[src/rtl/trap_entry_pkg.sv]
package trap_entry_pkg;

   localparam int TT_W  = 9;
   localparam int PSW_W = 12;
   localparam int TST_W = 40;

   localparam logic [TT_W-1:0] TT_INTR_VEC   = 9'h060;
   localparam logic [TT_W-1:0] TT_IACC_FAULT = 9'h008;
   localparam logic [TT_W-1:0] TT_IACC_MISS  = 9'h064;
   localparam logic [TT_W-1:0] TT_DACC_FAULT = 9'h030;
   localparam logic [TT_W-1:0] TT_DACC_MISS  = 9'h068;
   localparam logic [TT_W-1:0] TT_DACC_PROT  = 9'h06C;
   localparam logic [TT_W-1:0] TT_CLEAN_WIN  = 9'h024;
   localparam logic [TT_W-1:0] TT_SPILL_BASE = 9'h080;
   localparam logic [TT_W-1:0] TT_CLASS_MASK = 9'h1C0;

   localparam int PSW_ALTG = 0;
   localparam int PSW_PRIV = 2;
   localparam int PSW_PEF  = 4;
   localparam int PSW_RED  = 5;
   localparam int PSW_MMUG = 10;
   localparam int PSW_INTG = 11;

   localparam logic [PSW_W-1:0] PSW_SAVE_MASK = 12'hF3F;
   localparam logic [PSW_W-1:0] PSW_RESET     = 12'h004;

   typedef enum logic [1:0] {GSEL_ALT, GSEL_INTR, GSEL_MMU} gsel_e;

   typedef struct packed {
      logic [TST_W-1:0] tstate;
      logic [63:0]      tpc;
      logic [63:0]      tnpc;
      logic [TT_W-1:0]  tt;
   } tstk_ent_t;

endpackage

[src/rtl/trap_level_ctl.sv]
module trap_level_ctl
   import trap_entry_pkg::*;
#(
   parameter int MAXTL = 5,
   parameter int TLW   = 3
) (
   input  logic            clk,
   input  logic            rst_n,
   input  logic            req,
   input  logic [TT_W-1:0] tt,
   output logic [TLW-1:0]  tl_q,
   output logic [TLW-1:0]  tl_nxt,
   output logic            go,
   output logic            red_hit,
   output logic            err_q,
   output logic [TT_W-1:0] err_tt_q,
   output logic [TLW-1:0]  err_tl_q
);

   localparam logic [TLW-1:0] LIM  = TLW'(MAXTL);
   localparam logic [TLW-1:0] LAST = TLW'(MAXTL - 1);

   logic take;
   logic at_lim;

   assign take    = req & ~err_q;
   assign at_lim  = (tl_q >= LIM);
   assign go      = take & ~at_lim;
   assign red_hit = go & (tl_q == LAST);
   assign tl_nxt  = tl_q + TLW'(1);

   always_ff @(posedge clk) begin
      if (!rst_n) begin
         tl_q     <= '0;
         err_q    <= 1'b0;
         err_tt_q <= '0;
         err_tl_q <= '0;
      end else if (take) begin
         if (at_lim) begin
            err_q    <= 1'b1;
            err_tt_q <= tt;
            err_tl_q <= tl_q;
         end else begin
            tl_q <= tl_nxt;
         end
      end
   end

endmodule

[src/rtl/trap_state_upd.sv]
module trap_state_upd
   import trap_entry_pkg::*;
#(
   parameter int NWIN       = 8,
   parameter int CWPW       = 3,
   parameter bit GL_PRESENT = 1'b0
) (
   input  logic [TT_W-1:0]  tt,
   input  logic [PSW_W-1:0] psw_in,
   input  logic [CWPW-1:0]  cwp_in,
   input  logic             red_hit,
   output logic [PSW_W-1:0] psw_nxt,
   output logic [PSW_W-1:0] psw_save,
   output logic [CWPW-1:0]  cwp_nxt
);

   localparam logic [CWPW:0] NWIN_W = (CWPW+1)'(NWIN);

   logic [PSW_W-1:0] red_bits;
   logic [PSW_W-1:0] base;
   logic [CWPW:0]    spill_sum;

   assign red_bits = red_hit ? (PSW_W'(1) << PSW_RED) : '0;
   assign psw_save = (psw_in | red_bits) & PSW_SAVE_MASK;
   assign base     = (PSW_W'(1) << PSW_PEF) | (PSW_W'(1) << PSW_PRIV);

   function automatic gsel_e pick_gset(input logic [TT_W-1:0] t);
      case (t)
         TT_INTR_VEC:   return GSEL_INTR;
         TT_IACC_FAULT,
         TT_IACC_MISS,
         TT_DACC_FAULT,
         TT_DACC_MISS,
         TT_DACC_PROT:  return GSEL_MMU;
         default:       return GSEL_ALT;
      endcase
   endfunction

   generate
      if (GL_PRESENT) begin : g_gl
         assign psw_nxt = psw_in | base | red_bits;
      end else begin : g_nogl
         logic [PSW_W-1:0] gbit;
         always_comb begin
            case (pick_gset(tt))
               GSEL_INTR: gbit = PSW_W'(1) << PSW_INTG;
               GSEL_MMU:  gbit = PSW_W'(1) << PSW_MMUG;
               default:   gbit = PSW_W'(1) << PSW_ALTG;
            endcase
         end
         assign psw_nxt = base | gbit | red_bits | (psw_in & (PSW_W'(1) << PSW_RED));
      end
   endgenerate

   always_comb begin
      spill_sum = {1'b0, cwp_in} + (CWPW+1)'(2);
      if (spill_sum >= NWIN_W) spill_sum = spill_sum - NWIN_W;
      if (tt == TT_CLEAN_WIN)
         cwp_nxt = (cwp_in == '0) ? CWPW'(NWIN - 1) : cwp_in - CWPW'(1);
      else if ((tt & TT_CLASS_MASK) == TT_SPILL_BASE)
         cwp_nxt = spill_sum[CWPW-1:0];
      else
         cwp_nxt = cwp_in;
   end

endmodule

[src/rtl/trap_stack.sv]
module trap_stack
   import trap_entry_pkg::*;
#(
   parameter int IDXW  = 3,
   parameter int DEPTH = 8
) (
   input  logic            clk,
   input  logic            we,
   input  logic [IDXW-1:0] widx,
   input  tstk_ent_t       wdata,
   input  logic [IDXW-1:0] ridx,
   output tstk_ent_t       rdata
);

   tstk_ent_t ent [DEPTH];

   generate
      for (genvar k = 0; k < DEPTH; k++) begin : g_ent
         always_ff @(posedge clk) begin
            if (we && (widx == IDXW'(k))) ent[k] <= wdata;
         end
      end
   endgenerate

   assign rdata = ent[ridx];

endmodule

[src/rtl/trap_entry_ctrl.sv]
module trap_entry_ctrl
   import trap_entry_pkg::*;
#(
   parameter int          MAXTL      = 5,
   parameter int          NWIN       = 8,
   parameter bit          GL_PRESENT = 1'b0,
   parameter logic [47:0] VER_HI     = 48'h003E_0010_4000,
   parameter logic [63:0] BOOT_PC    = 64'h0000_01FF_F000_0020,
   localparam int         TLW        = $clog2(MAXTL + 1),
   localparam int         CWPW       = (NWIN > 2) ? $clog2(NWIN) : 1
) (
   input  logic             clk,
   input  logic             rst_n,
   input  logic             trap_req_i,
   input  logic [TT_W-1:0]  trap_tt_i,
   input  logic [63:0]      pc_i,
   input  logic [63:0]      npc_i,
   input  logic [7:0]       ccr_i,
   input  logic [7:0]       asi_i,
   input  logic [PSW_W-1:0] psw_i,
   input  logic [CWPW-1:0]  cwp_i,
   input  logic [TLW-1:0]   rd_idx_i,
   output logic [TLW-1:0]   tl_o,
   output logic [PSW_W-1:0] psw_o,
   output logic [CWPW-1:0]  cwp_o,
   output logic             err_o,
   output logic [TT_W-1:0]  err_tt_o,
   output logic [TLW-1:0]   err_tl_o,
   output logic [TST_W-1:0] tstate_o,
   output logic [63:0]      tpc_o,
   output logic [63:0]      tnpc_o,
   output logic [TT_W-1:0]  tt_o,
   output logic [63:0]      version_o,
   output logic [63:0]      boot_pc_o
);

   localparam int DEPTH = 1 << TLW;

   generate
      if (MAXTL < 2 || MAXTL > 255) begin : g_bad_maxtl
         $error("trap_entry_ctrl: MAXTL out of range");
      end
      if (NWIN < 2 || NWIN > 256) begin : g_bad_nwin
         $error("trap_entry_ctrl: NWIN out of range");
      end
   endgenerate

   logic [TLW-1:0]   tl_nxt;
   logic             go;
   logic             red_hit;
   logic [PSW_W-1:0] psw_nxt;
   logic [PSW_W-1:0] psw_save;
   logic [CWPW-1:0]  cwp_nxt;
   tstk_ent_t        wr_ent;
   tstk_ent_t        rd_ent;

   trap_level_ctl #(.MAXTL(MAXTL), .TLW(TLW)) u_lvl (
      .clk      (clk),
      .rst_n    (rst_n),
      .req      (trap_req_i),
      .tt       (trap_tt_i),
      .tl_q     (tl_o),
      .tl_nxt   (tl_nxt),
      .go       (go),
      .red_hit  (red_hit),
      .err_q    (err_o),
      .err_tt_q (err_tt_o),
      .err_tl_q (err_tl_o)
   );

   trap_state_upd #(.NWIN(NWIN), .CWPW(CWPW), .GL_PRESENT(GL_PRESENT)) u_upd (
      .tt       (trap_tt_i),
      .psw_in   (psw_i),
      .cwp_in   (cwp_i),
      .red_hit  (red_hit),
      .psw_nxt  (psw_nxt),
      .psw_save (psw_save),
      .cwp_nxt  (cwp_nxt)
   );

   assign wr_ent.tstate = {ccr_i, asi_i, 4'b0000, psw_save, 8'(cwp_i)};
   assign wr_ent.tpc    = pc_i;
   assign wr_ent.tnpc   = npc_i;
   assign wr_ent.tt     = trap_tt_i;

   trap_stack #(.IDXW(TLW), .DEPTH(DEPTH)) u_stk (
      .clk   (clk),
      .we    (go),
      .widx  (tl_nxt),
      .wdata (wr_ent),
      .ridx  (rd_idx_i),
      .rdata (rd_ent)
   );

   always_ff @(posedge clk) begin
      if (!rst_n) begin
         psw_o <= PSW_RESET;
         cwp_o <= '0;
      end else if (go) begin
         psw_o <= psw_nxt;
         cwp_o <= cwp_nxt;
      end
   end

   assign tstate_o  = rd_ent.tstate;
   assign tpc_o     = rd_ent.tpc;
   assign tnpc_o    = rd_ent.tnpc;
   assign tt_o      = rd_ent.tt;
   assign version_o = {VER_HI, 8'(MAXTL), 8'(NWIN - 1)};
   assign boot_pc_o = BOOT_PC;

endmodule

[config.mk]
export PLATFORM = sky130hd
export DESIGN_NAME = trap_entry_ctrl
export DESIGN_NICKNAME = d
export VERILOG_FILES = /design/src/rtl/trap_entry_pkg.sv /design/src/rtl/trap_level_ctl.sv /design/src/rtl/trap_state_upd.sv /design/src/rtl/trap_stack.sv /design/src/rtl/trap_entry_ctrl.sv
export SDC_FILE = /design/constraint.sdc
export NUM_CORES = 1
export LEC_CHECK = 0
export BUFFER_PORTS_ARGS = -buffer_cell sky130_fd_sc_hd__buf_4
export CORE_ASPECT_RATIO = 0.9
export CORE_MARGIN = 2
export CORE_UTILIZATION = 54
export CTS_CLUSTER_DIAMETER = 120
export DETAILED_ROUTE_END_ITERATION = 6
export HOLD_SLACK_MARGIN = 0.02
export PLACE_DENSITY = 0.73
export SYNTH_ARGS = -nofsm -noshare
export SYNTH_HDL_FRONTEND = slang
export SYNTH_HIERARCHICAL = 1
export SYNTH_SLANG_ARGS = --single-unit
[constraint.sdc]
create_clock -name clk -period 16.5 [get_ports clk]
set_input_delay 3.3 -clock clk [delete_from_list [all_inputs] [get_ports clk]]
set_output_delay 3.3 -clock clk [all_outputs]
set_load 0.005 [all_outputs]
# == Word level (Yosys, flattened, before mapping) ==
# Memories as Yosys holds them, arrays and structs flattened.
# Cells that the tools add are included.
# op_classes
add_sub_neg,4
magnitude_cmp,2
n_eq_ne,18
mux,44
bitwise_logic,8
reduce_logical,20
# ops
cell,count
two-way mux 166 bit,7
OR reduction 166 bit,7
equality test 9 x 7 -> 1 bit (second input constant),4
two-way mux 3 bit,11
OR 12 bit,2
case mux 12 bit (2 select lines),1
two-way mux 1 bit,23
equality test 9 x 6 -> 1 bit (second input constant),2
equality test 3 bit (second input constant),5
OR 12 x 6 -> 12 bit,1
equality test 3 x 2 -> 1 bit (second input constant),3
equality test 9 x 4 -> 1 bit (second input constant),1
logical AND 1 bit,8
zero test 3 bit,2
two-way mux 6 bit,1
subtractor 3 x 1 -> 3 bit (second input constant),2
OR reduction 5 bit,1
adder 3 x 2 -> 4 bit (second input constant),1
greater-or-equal comparator 4 bit (second input constant),1
case mux 2 bit (2 select lines),1
AND reduction 2 bit,2
adder 3 x 1 -> 3 bit (second input constant),1
bitwise AND 1 bit,3
equality test 3 x 1 -> 1 bit (second input constant),1
4 further kinds,5
# totals
ff_bits,31
ramBits,1328
in_bits,174
output_inout_bits,336
wordCells,103
mem_count,1
# mem_list
memory,words,width,rd,rd_ports_with_merged_regs,write_ports,line_no,text
u_stk.ent,8,166,1,0,1,trap_stack.sv:15,tstk_ent_t ent [DEPTH];

# == Longest topological paths before layout ==
# logic_depth
ltp_word,14
mapped_depth,9
ltp_nobuf,8

# == Modules after synthesis ==
# Netlist, hierarchy kept.
# by_module_without_submodules
mod,n_inst,cells_per_inst,area_per_inst_um2,seq_area_each_um2
trap_stack,1,2059,53023.4,42520.8
trap_entry_ctrl,1,178,1545.2,300.3
trap_level_ctl,1,73,706.9,320.3
trap_state_upd,1,52,406.6,0.0

# == Least setup slack after synthesis ==
# Ideal clock, no wire load.
# synth_path
kind,input -> register
from,input trap_req_i
to,memory u_stk/ent[0][0] in the netlist's numbering (enable)
setup_time_ns,0.930
arrival_ns,15.670
t_required_ns,15.570
setup_slack_ns,-0.100
cell_stages,4
n_path_buf,1
path_cell_list,and3b_2 clkbuf_2 nand2b_1 nor3_1
# synth_via
elab_chain_cells,13
word_cells_on_any_way,47
classes_between,mux (30); bitwise (2); reduce/logical (15)
# synth_lines
item,line_no,text
start: declaration,trap_entry_ctrl.sv:14,"input logic trap_req_i,"
bitwise AND 1 bit *,trap_level_ctl.sv:26,assign take = req & ~err_q;
bitwise AND 1 bit *,trap_level_ctl.sv:28,assign go = take & ~at_lim;
via go,trap_entry_ctrl.sv:49,logic go;
logical AND 1 bit,trap_stack.sv:20,if (we && (widx == IDXW'(k))) ent[k] <= wdata;
two-way mux 1 bit,trap_stack.sv:20,
two-way mux 1 bit (implied by the code),trap_stack.sv:20,
OR reduction 166 bit (no line),n/a,
two-way mux 3 bit (no line) / two-way mux 1 bit (equally long branches) (7 in a row),n/a,
end: declaration,trap_stack.sv:15,
# The timed path passes the listed nets; every way through them passes the cells marked *.

# == Worst setup path in the final report ==
# layout_path
from,input rd_idx_i[0]
to,output tt_o[7]
# layout_via
elab_chain_cells,1
# layout_lines
item,line_no,text
start: declaration,trap_entry_ctrl.sv:22,"input logic [TLW-1:0] rd_idx_i,"
memory (8 x 166 bit),n/a,
end: declaration,trap_entry_ctrl.sv:32,"output logic [TT_W-1:0] tt_o,"
# No other way between the ends.

==> impl_results.md <==
* Status: finished clean
* Post-DP HPWL at 59200 um
* Fmax at 99.5 MHz
* Clk pin slew, worst setup/hold paths at 0.06 ns
* Die Height at 309 um
* Synth warn at 6
* Mapped Area at 55700 um^2
* Number of synthesized flops with an enable pin at 1416
* CTS tree: built
* IO buf count at 379
* Tot Pwr at 7.75 mW
* Tightest Pin Transition at 1.27 ns
* Max cap viols at 0
* Max-slew violation count at 0
* Instance count on the critical path at 6
* Most used flip-flop cell after synthesis: edfxtp_1
* CP Launch Type: primary input
* First-pass GRT wire length at 162000 um
* Clock period minus worst slack at 10.05 ns
* Post-synth ARST share at 0%
* Syn_area_per_cell at 23.6 um^2
* Final setup fails at 0
* Crit-path slowest cell: buf_4
* Die width at 342 um
* Hold/Removal Path Class: register to register
* Leakage power at 21.3 nW
* Delay-heaviest family, CP: buffers and inverters
* Crit Path Category: primary input to output port
* Total gr overflow at 0
* Clk sinks at 1447
* Setup tns final at 0 ns
* Initial Util at 54.5%
* Synth cell types at 41
* Syn Inst Count at 2362
* Total GRT Usage at 20.9%
* # rows at 111
* Most frequent cells in the layout: edfxtp_1, buf_4, mux4_2
* Tcrit/Tclk final at 60.9%
* DRC at 0
* DR vias/cell at 5.67
* Post-synthesis sequential area ratio at 77.5%
* Hold path depth at 1
* Root buf cell: clkbuf_16
* Largest net degree at the start of global routing at 117
* Yosys reg bits at 1447
* Post-CTS sizing at 0
* IO Count at 510
* Most common cell after layout, fill and taps aside: edfxtp_1
* Max-slew headroom at 15.1%
* CTS Buf Count at 141
* CTS hold repair buffers at 0
* Area Overhead vs Synth at 15.2%
* Unrepaired setup endpoints after global routing: false
* Post-CTS Setup Inserts at 0
* Power per cell area at 121 nW/um^2
* Crit-path cells: buf_8 > buf_4 > buf_4 > mux4_2 > mux2_2 > buf_4
* Antenna viol nets, final at 0
* Number of global-route vias before repair at 25800
* Final wirelength at 110000 um
* Share of cells above drive strength 1 at 38.5%
* Critical Path End Type: output port
* CTS Buffer Depth at 3
* Core area at 102000 um^2
* Worst Path Arrival at 6.75 ns
* Delay of the slowest critical-path stage at 0.85 ns
* FF-to-FF path depth at 9
* DRT iter0 DRCs at 2120
* Worst vdd ir at 85.9 uV
* Total number of vias at 24600
* Die ar. at 106000 um^2
* Initial antenna violation count at 13
* Worst Path Max Fanout at 70
* Final setup skew at 0.0221 ns
* TritonRoute pass-1 iters at 5
* Gpl congestion at 0.757
* Most frequent CP cell: buf_4
* Clk_lat worst skew at 0.74 ns
* Fin cells at 4334
* Buf+Inv Stages, Crit Path at 4
* WP data required at 13.20 ns
* Hold Fails Final Rpt at 0
* H-tree Lvls at 4
* Average wire per standard cell at 25.5 um
* # fillers at 6747
* DP Cell Count at 4082
* Final nets at 3050
[where the power goes]
part,switching (mW),leakage [nW],internal (mW)
registers,0.0269,13.1,4.17
clock network,1.29,2.14,1.73
logic,0.285,6.06,0.236
[path summary, 6_finish.rpt]
kind	to	slack, ns	startpoint
setup reg to reg	u_stk/ent[2][75]	11.11	u_lvl/tl_q[1]
setup / recovery	tt_o[7]	6.45	rd_idx_i[0]
hold reg to reg	u_lvl/err_tl_q[2]	0.47	u_lvl/err_tl_q[2]
hold / removal	u_lvl/err_tl_q[2]	0.47	u_lvl/err_tl_q[2]
[metal layers]
| layer | vias up | wire, um | part of all wire [%] | track usage, % |
|---|---|---|---|---|
| met4 | 22 | 2480 | 2.2 | 6.23 |
| met1 | 13000 | 43600 | 40 | 27.8 |
| met5 | - | 148 | 0.13 | 0 |
| li1 | 10600 | - | - | - |
| met2 | 835 | 55300 | 50 | 34.2 |
| met3 | 177 | 8790 | 8.0 | 5.94 |
[synthesized netlist by cell type, types with 2 or more instances]
cell         n  area, um^2
dfxtp_1     31         621
nor3_1       2        10.0
buf_6        9         101
mux4_2     354        7970
mux2_2     177        1990
o21a_1       3        22.5
nor3b_1      2        15.0
o21ai_0      2        10.0
buf_1        6        22.5
xnor2_1      2        17.5
nor2_1       8        30.0
nand2b_1     3        18.8
nand2_1     27         101
buf_2       38         190
nor2b_1     15        93.8
ha_1         7        87.6
and3b_1      2        17.5
clkbuf_1    51         191
edfxtp_1  1416       42500
inv_1        5        18.8
conb_1       4        15.0
buf_4      148        1110
and3_2       2        15.0
mux2i_1     31         310
[layout make-up]
type	instances	area (um^2)	share of cell area, %
multi-input combinational	861	11700	18.2
clock inverter	68	594	0.927
sequential	1447	43100	67.3
clock buffer	182	3790	5.90
tap	1356	1700	2.64
antenna	2	5.00	0.00780
timing repair buffer	413	3200	4.98
inverter	5	18.8	0.0293
[worst register-to-register path: stages, from the launching register on]
cell	delay [ns]
dfxtp_1	0.41
inv_1	0.09
ha_1	0.20
o21ai_2	0.18
and3b_2	0.59
nand2_1	0.38
nor3_4	1.05
buf_4	0.55
buf_4	0.66
buf_4	0.84
[sequential cells by signal (all words and copies together), names as in the netlist]
name	flops
u_stk/ent	1416
psw_o	12
u_lvl/err_tt_q	9
cwp_o	3
u_lvl/err_tl_q	3
u_lvl/tl_q	3
u_lvl/err_q	1
[cells by family (layout without fill, tap and decap cells)]
group           after synthesis  after routing  share of synthesized area [%]
compound gates                9              9                          0.115
other cells                   4            212                         0.0270
xor+xnor                      3              3                         0.0472
mux                         562            562                           18.5
fa+ha+maj                     7              7                          0.157
buf+inv                     260            668                           3.01
simple gates                 70             70                          0.712
flops                      1447           1447                           77.5
[metrics by stage]
step,worst slack [ns],util (%),hold slack (ns),cell area [um^2]
finish,6.45,62.8,0.468,64100
global route,6.03,62.8,0.492,64100
CTS,6.27,62.8,0.471,64100
detailed placement,6.28,58.5,0.457,59800
global placement,6.35,58.5,0.446,59800
floorplan,4.65,-,0.451,56500
Note: power is estimated with default switching activity, not from simulation.
